### src/rtl/cwd_pkg.sv
package cwd_pkg;

  localparam int unsigned ADDR_W = 2;

  localparam logic [ADDR_W-1:0] A_CTRL  = 2'd0;
  localparam logic [ADDR_W-1:0] A_OFFS  = 2'd1;
  localparam logic [ADDR_W-1:0] A_KICK  = 2'd2;
  localparam logic [ADDR_W-1:0] A_FORCE = 2'd3;

  localparam int unsigned SEL_W  = 3;
  localparam int unsigned F_SEL  = 0;
  localparam int unsigned F_IDLE = 3;
  localparam int unsigned F_EN   = 4;
  localparam int unsigned F_LOCK = 5;

  typedef enum logic [SEL_W-1:0] {
    SRC_SLOW = 3'd0,
    SRC_MID  = 3'd1,
    SRC_FULL = 3'd2
  } src_e;

  // clocks per count tick for a select code
  function automatic int unsigned src_divisor(logic [SEL_W-1:0] sel,
                                              int unsigned slow,
                                              int unsigned mid);
    case (sel)
      SRC_MID:  return mid;
      SRC_FULL: return 1;
      default:  return slow;
    endcase
  endfunction

endpackage

### src/rtl/cwd_prescale.sv
module cwd_prescale
  import cwd_pkg::*;
#(
  parameter int unsigned DIV_SLOW = 12,
  parameter int unsigned DIV_MID  = 4
) (
  input  logic             clk,
  input  logic             rst_n,
  input  logic             restart,
  input  logic [SEL_W-1:0] sel,
  input  logic             hold,
  output logic             tick
);
  localparam int unsigned PW = $clog2(DIV_SLOW);

  logic [PW-1:0] pcnt;
  logic [PW-1:0] lim;

  always_comb lim = PW'(src_divisor(sel, DIV_SLOW, DIV_MID) - 1);

  // >= lets a switch to a shorter divisor end the current period at once
  assign tick = !hold && (pcnt >= lim);

  always_ff @(posedge clk) begin
    if (!rst_n || restart) pcnt <= '0;
    else if (tick)         pcnt <= '0;
    else if (!hold)        pcnt <= pcnt + 1'b1;
  end
endmodule

### src/rtl/cwd_count.sv
module cwd_count #(
  parameter int unsigned LOW_W  = 8,
  parameter int unsigned HIGH_W = 8
) (
  input  logic              clk,
  input  logic              rst_n,
  input  logic              restart,
  input  logic              tick,
  output logic [LOW_W-1:0]  low,
  output logic [HIGH_W-1:0] high,
  output logic              low_wrap
);
  logic [LOW_W-1:0]  low_q;
  logic [HIGH_W-1:0] high_q;

  assign low_wrap = tick && (&low_q);
  assign low      = low_q;
  assign high     = high_q;

  always_ff @(posedge clk) begin
    if (!rst_n || restart) begin
      low_q  <= '0;
      high_q <= '0;
    end else if (tick) begin
      low_q <= low_q + 1'b1;
      if (&low_q) high_q <= high_q + 1'b1;
    end
  end
endmodule

### src/rtl/cwd_regs.sv
module cwd_regs
  import cwd_pkg::*;
#(
  parameter int unsigned DATA_W = 8,
  parameter int unsigned HIGH_W = 8
) (
  input  logic              clk,
  input  logic              rst_n,
  input  logic              restart,
  input  logic              wr_en,
  input  logic [ADDR_W-1:0] wr_addr,
  input  logic [DATA_W-1:0] wr_data,
  input  logic [HIGH_W-1:0] high,
  output logic [SEL_W-1:0]  sel,
  output logic              idle_sus,
  output logic              en_eff,
  output logic              lock,
  output logic [HIGH_W-1:0] offs,
  output logic [HIGH_W-1:0] cmp,
  output logic              kick_ok,
  output logic              force_req
);
  logic en_q;

  function automatic logic [HIGH_W-1:0] next_cmp(logic [HIGH_W-1:0] h,
                                                 logic [HIGH_W-1:0] o);
    return h + o;
  endfunction

  assign en_eff    = en_q || lock;
  assign kick_ok   = wr_en && (wr_addr == A_KICK) && en_eff;
  assign force_req = wr_en && (wr_addr == A_FORCE) && wr_data[0];

  always_ff @(posedge clk) begin
    if (!rst_n || restart) begin
      en_q     <= 1'b1;
      lock     <= 1'b0;
      sel      <= SRC_SLOW;
      idle_sus <= 1'b0;
      offs     <= '0;
      cmp      <= '0;
    end else if (wr_en) begin
      case (wr_addr)
        A_CTRL: begin
          en_q <= wr_data[F_EN];
          lock <= lock | wr_data[F_LOCK];
          if (!en_eff) begin
            sel      <= wr_data[F_SEL +: SEL_W];
            idle_sus <= wr_data[F_IDLE];
          end
        end
        A_OFFS: offs <= wr_data[HIGH_W-1:0];
        A_KICK: if (en_eff) cmp <= next_cmp(high, offs);
        default: ;
      endcase
    end
  end
endmodule

### src/rtl/cmp_wdog.sv
module cmp_wdog
  import cwd_pkg::*;
#(
  parameter int unsigned DATA_W   = 8,
  parameter int unsigned LOW_W    = 8,
  parameter int unsigned HIGH_W   = 8,
  parameter int unsigned DIV_SLOW = 12,
  parameter int unsigned DIV_MID  = 4
) (
  input  logic              clk,
  input  logic              rst_n,
  input  logic              wr_en,
  input  logic [ADDR_W-1:0] wr_addr,
  input  logic [DATA_W-1:0] wr_data,
  input  logic              cpu_idle,
  output logic              wdt_rst
);
  logic              tick, hold, low_wrap, match_wrap, fire;
  logic              en_eff, lock, idle_sus, kick_ok, force_req;
  logic [SEL_W-1:0]  sel;
  logic [LOW_W-1:0]  low;
  logic [HIGH_W-1:0] high, offs, cmp;

  assign hold       = idle_sus && cpu_idle;
  assign match_wrap = low_wrap && (high == cmp);
  assign fire       = en_eff && (match_wrap || force_req);

  cwd_prescale #(.DIV_SLOW(DIV_SLOW), .DIV_MID(DIV_MID)) u_pre (
    .clk(clk), .rst_n(rst_n), .restart(fire), .sel(sel), .hold(hold), .tick(tick)
  );

  cwd_count #(.LOW_W(LOW_W), .HIGH_W(HIGH_W)) u_cnt (
    .clk(clk), .rst_n(rst_n), .restart(fire), .tick(tick),
    .low(low), .high(high), .low_wrap(low_wrap)
  );

  cwd_regs #(.DATA_W(DATA_W), .HIGH_W(HIGH_W)) u_regs (
    .clk(clk), .rst_n(rst_n), .restart(fire), .wr_en(wr_en), .wr_addr(wr_addr),
    .wr_data(wr_data), .high(high), .sel(sel), .idle_sus(idle_sus),
    .en_eff(en_eff), .lock(lock), .offs(offs), .cmp(cmp),
    .kick_ok(kick_ok), .force_req(force_req)
  );

  always_ff @(posedge clk) begin
    if (!rst_n) wdt_rst <= 1'b0;
    else        wdt_rst <= fire;
  end
endmodule

### config.mk
export PLATFORM = sky130hd
export DESIGN_NAME = cmp_wdog
export DESIGN_NICKNAME = d
export VERILOG_FILES = /design/src/rtl/cwd_pkg.sv /design/src/rtl/cwd_prescale.sv /design/src/rtl/cwd_count.sv /design/src/rtl/cwd_regs.sv /design/src/rtl/cmp_wdog.sv
export SDC_FILE = /design/constraint.sdc
export NUM_CORES = 1
export LEC_CHECK = 0
export ABC_AREA = 1
export ABC_CLOCK_PERIOD_IN_PS = 4400
export BUFFER_PORTS_ARGS = -buffer_cell sky130_fd_sc_hd__buf_4
export CAP_MARGIN = 20
export CORE_MARGIN = 2
export CORE_UTILIZATION = 65
export CTS_BUF_LIST = sky130_fd_sc_hd__clkbuf_2
export DETAILED_ROUTE_END_ITERATION = 10
export GPL_ROUTABILITY_DRIVEN = 0
export PLACE_DENSITY = 0.88
export SLEW_MARGIN = 10
export SYNTH_ARGS = -nofsm -noshare
export SYNTH_HDL_FRONTEND = slang
export SYNTH_HIERARCHICAL = 1
export SYNTH_SLANG_ARGS = --single-unit
### constraint.sdc
create_clock -name clk -period 4.4 [get_ports clk]
set_input_delay 0.88 -clock clk [delete_from_list [all_inputs] [get_ports clk]]
set_output_delay 0.88 -clock clk [all_outputs]
set_load 0.05 [all_outputs]
==> results.py <==
metrics = {
    "yosys": {
        "dominant_cell_by_count_in_the_synthesized_netlist": "nand2_1",
        "syn-mean-instance-area_sq_um": 6.89,
        "fraction_of_synthesized_cell_area_taken_by_the_top_area_cell_type": 0.338,
        "synth-edff-count": 0,
        "synth.net_count": 398,
        "synth.yosys.seq_area_share": 0.338,
        "yosys.cell_types.count": 38,
        "most_instantiated_cells_after_synthesis": "nand2_1, inv_1, nor2_1, dfxtp_1, a21oi_1",
        "largest_cells_by_area_after_synthesis": "dfxtp_1, nand2_1, inv_1",
        "synthesis.yosys.warnings": 6,
        "ys_seq_elements": 43,
        "post_synth_inst_count": 369,
        "synth_area_leader_cell": "dfxtp_1",
        "mappedNetlistArea_sq_um": 2540,
        "asyncSetResetFlopFracSynth": 0,
        "synth_flop_cell": "dfxtp_1",
    },
    "grt": {
        "global_route.overflow_total": 0,
        "grt_max_degree": 16,
        "grt_pass1_vias": 2047,
        "grt_first_pass_wirelength_um": 9060,
        "total_track_usage": 0.272,
        "grt_antenna_before_repair": 0,
    },
    "timing": {
        "setup_slack_ns": 0.763,
        "fin_setup_tns_ns": 0,
        "finalCritPeriodShare": 0.827,
        "clock_period_minus_final_worst_setup_slack_ns": 3.64,
        "worst_slew_pin_slew_ns": 0.803,
        "setup-violations-final": 0,
        "max_freq_ghz": 0.275,
        "rsz0062_at_grt": "false",
        "slew_viol_final": 0,
        "slew_headroom": 0.462,
        "worst_case_clock_skew_ns": 0.0176,
        "final_hold_viol_count": 0,
    },
    "clock_network": {
        "clk_latency_ns": 0.42,
        "tritoncts": "built",
        "clock-sinks": 43,
        "postCtsSetupRepairBufs": 0,
        "hold_buffers": 0,
        "post_cts_resize_count": 0,
        "clock_tree.buffer_depth": 2,
        "root_buffer": "clkbuf_2",
        "cts_max_level": 2,
        "cts-buffers-inserted": 5,
        "clk_pin_slew_ns": 0.22,
    },
    "setup_path": {
        "cells_on_worst_reg2reg_path": 24,
        "crit-reg2reg-capture": "u_regs/cmp[2]",
        "critical_path.startpoint": "u_regs/sel[1]",
        "criticalPathCategory": "flop to flop",
        "worst_setup_slack_for_register_to_register_paths_ns": 0.76,
        "worst_setup_path_end_kind": "flop",
        "worst-path-max-fanout": 13,
        "critPathRequiredTime_ns": 4.76,
        "timing.critical_path.arrival_ns": 4.00,
        "crit_path_start_kind": "flop",
        "reg2reg_start": "u_regs/sel[1]",
    },
    "route": {
        "postRouteAntennaNets": 0,
        "routed_via_density": 5.18,
        "route.detailed.wl_per_inst_um": 12.1,
        "route.final.wire_length_um": 5280,
        "drt_pass1_iterations": 4,
        "drtIter0Drc": 78,
        "drt_drc_violations_left": 0,
        "route.vias.total": 2257,
    },
    "status": {
        "status": "complete, no violations",
    },
    "placement": {
        "portBuffers": 14,
        "detailedPlacementHpwl_um": 4070,
        "dpl_worst_slack_ns": 0.822,
    },
    "die": {
        "start_util": 0.685,
        "rows": 22,
        "dieArea_sq_um": 4430,
        "top_level_ports": 15,
        "width_of_the_die_um": 66.6,
        "core_sq_um": 3720,
        "die_height_um": 66.6,
    },
    "cells_and_area": {
        "layout.filler_cells": 301,
        "multi_input_area_sq_um": 1390,
        "num_antenna_cells": 0,
        "areaGrowthSynthToFinish_pct": 9.15,
        "layout-drive-gt1-share": 0.144,
        "design.final.nets": 416,
        "seq_area_sq_um": 861,
    },
    "hold_path": {
        "hold_path.class": "flop to flop",
        "hold-path-endpoint": "u_cnt/low[3]",
        "hold_path_startpoint": "u_cnt/low[3]",
        "hold_path_depth": 1,
    },
    "pwr": {
        "vdd_ir_drop_max_mv": 0.200,
        "power_density_nw_per_um2": 279,
        "cellLeakagePower_nw": 1.30,
    },
    "flow_run": {
        "drv_cap": 0,
    },
}
-- layout by cell type (no fill, tap or decap), types with 4 or more instances in the layout --
master / Yosys / routed
nand3_1: 20 / 20
a21oi_1: 24 / 24
clkbuf_2: 0 / 5
buf_4: 0 / 14
nor2_2: 7 / 7
ha_1: 14 / 14
dfxtp_1: 43 / 43
nor2_4: 4 / 4
nand2_1: 80 / 80
xnor2_1: 6 / 6
o21ai_0: 13 / 13
inv_1: 56 / 56
nor2_1: 52 / 52
nand4_1: 4 / 4
inv_2: 4 / 4
nand2_2: 6 / 6
-- logic make-up (layout without fill, tap and decap cells) --
kind of cell    after synthesis  in the layout  synth area share
flops                        43             43             0.338
compound gates               44             44            0.0935
fa+ha+maj                    15             15            0.0767
buf+inv                      68             87             0.114
xor+xnor                      9              9            0.0310
mux                           1              1           0.00394
other cells                   1              1           0.00147
simple gates                188            188             0.341
-- power breakdown --
part	internal (mW)	switching, mW	leakage, nW
combinational	0.0307	0.0453	0.901
sequential	0.401	0.00984	0.349
clock	0.152	0.136	0.0492
total	0.585	0.191	1.30
-- metal layers --
| layer | routed length (um) | share of wire | global-route usage | up-vias |
|---|---|---|---|---|
| met5 | 0 | 0 | 0 | - |
| met4 | 89 | 0.017 | 0.0918 | 0 |
| met3 | 180 | 0.034 | 0.0591 | 8 |
| met2 | 2480 | 0.47 | 0.453 | 37 |
| met1 | 2530 | 0.48 | 0.348 | 1027 |
| li1 | - | - | - | 1185 |
-- registers in the layout, summed over array words and instances, names as in the netlist --
signal and flops:
u_pre/pcnt 4, u_regs/offs 8, u_regs/cmp 8, u_regs/lock 1
u_cnt/high 8, wdt_rst 1, u_cnt/low 8, u_regs/en_q 1
u_regs/idle_sus 1, u_regs/sel 3
-- cell type report --
type | instances | area share
multi-input combinational | 258 | 0.502
tap | 48 | 0.0216
inverter | 65 | 0.0951
clock buffer | 5 | 0.00901
timing repair buffer | 14 | 0.0379
clock inverter | 3 | 0.0243
sequential | 43 | 0.310
-- critical path, cell delays in order, from the launching register on --
cell      delay (ns)
dfxtp_1         0.41
nand2_1         0.07
nor2_1          0.15
inv_2           0.05
o21ai_1         0.10
ha_1            0.29
a21oi_2         0.16
nand3_2         0.09
nand2_2         0.10
inv_1           0.11
nand3_1         0.13
nor3b_1         0.07
nand2_1         0.07
nor2_1          0.04
clkinv_1        0.04
a21oi_1         0.03
nand3_1         0.09
nor2_1          0.04
nand2_1         0.05
nand2_1         0.06
nand2_2         0.07
inv_1           0.07
nor2_1          0.52
clkinv_1        0.48
a211oi_2        0.29
-- stage by stage --
step	std cells	area [sq um]	total power [mW]	utilization	hold slack (ns)
final	436	2780	0.776	0.747	0.492
after global routing	436	2780	0.805	0.747	0.510
after CTS	436	2780	0.777	0.747	0.493
after detailed placement	428	2680	0.493	0.722	0.469
after global placement	428	2680	0.490	0.722	0.460
after floorplan	369	2540	0.468	-	0.441
-- worst max path at each step --
stage / to / slack [ns] / cells after the start
finish: u_regs/cmp[2] / 0.76 / 24
global route: u_regs/cmp[4] / 0.20 / 27
CTS: u_regs/cmp[2] / 0.79 / 25
detailed placement: u_regs/cmp[2] / 0.82 / 25
global placement: u_regs/cmp[2] / 1.01 / 21
floorplan: u_regs/cmp[3] / 1.57 / 22
No activity file was read; power rests on OpenSTA's default activity.
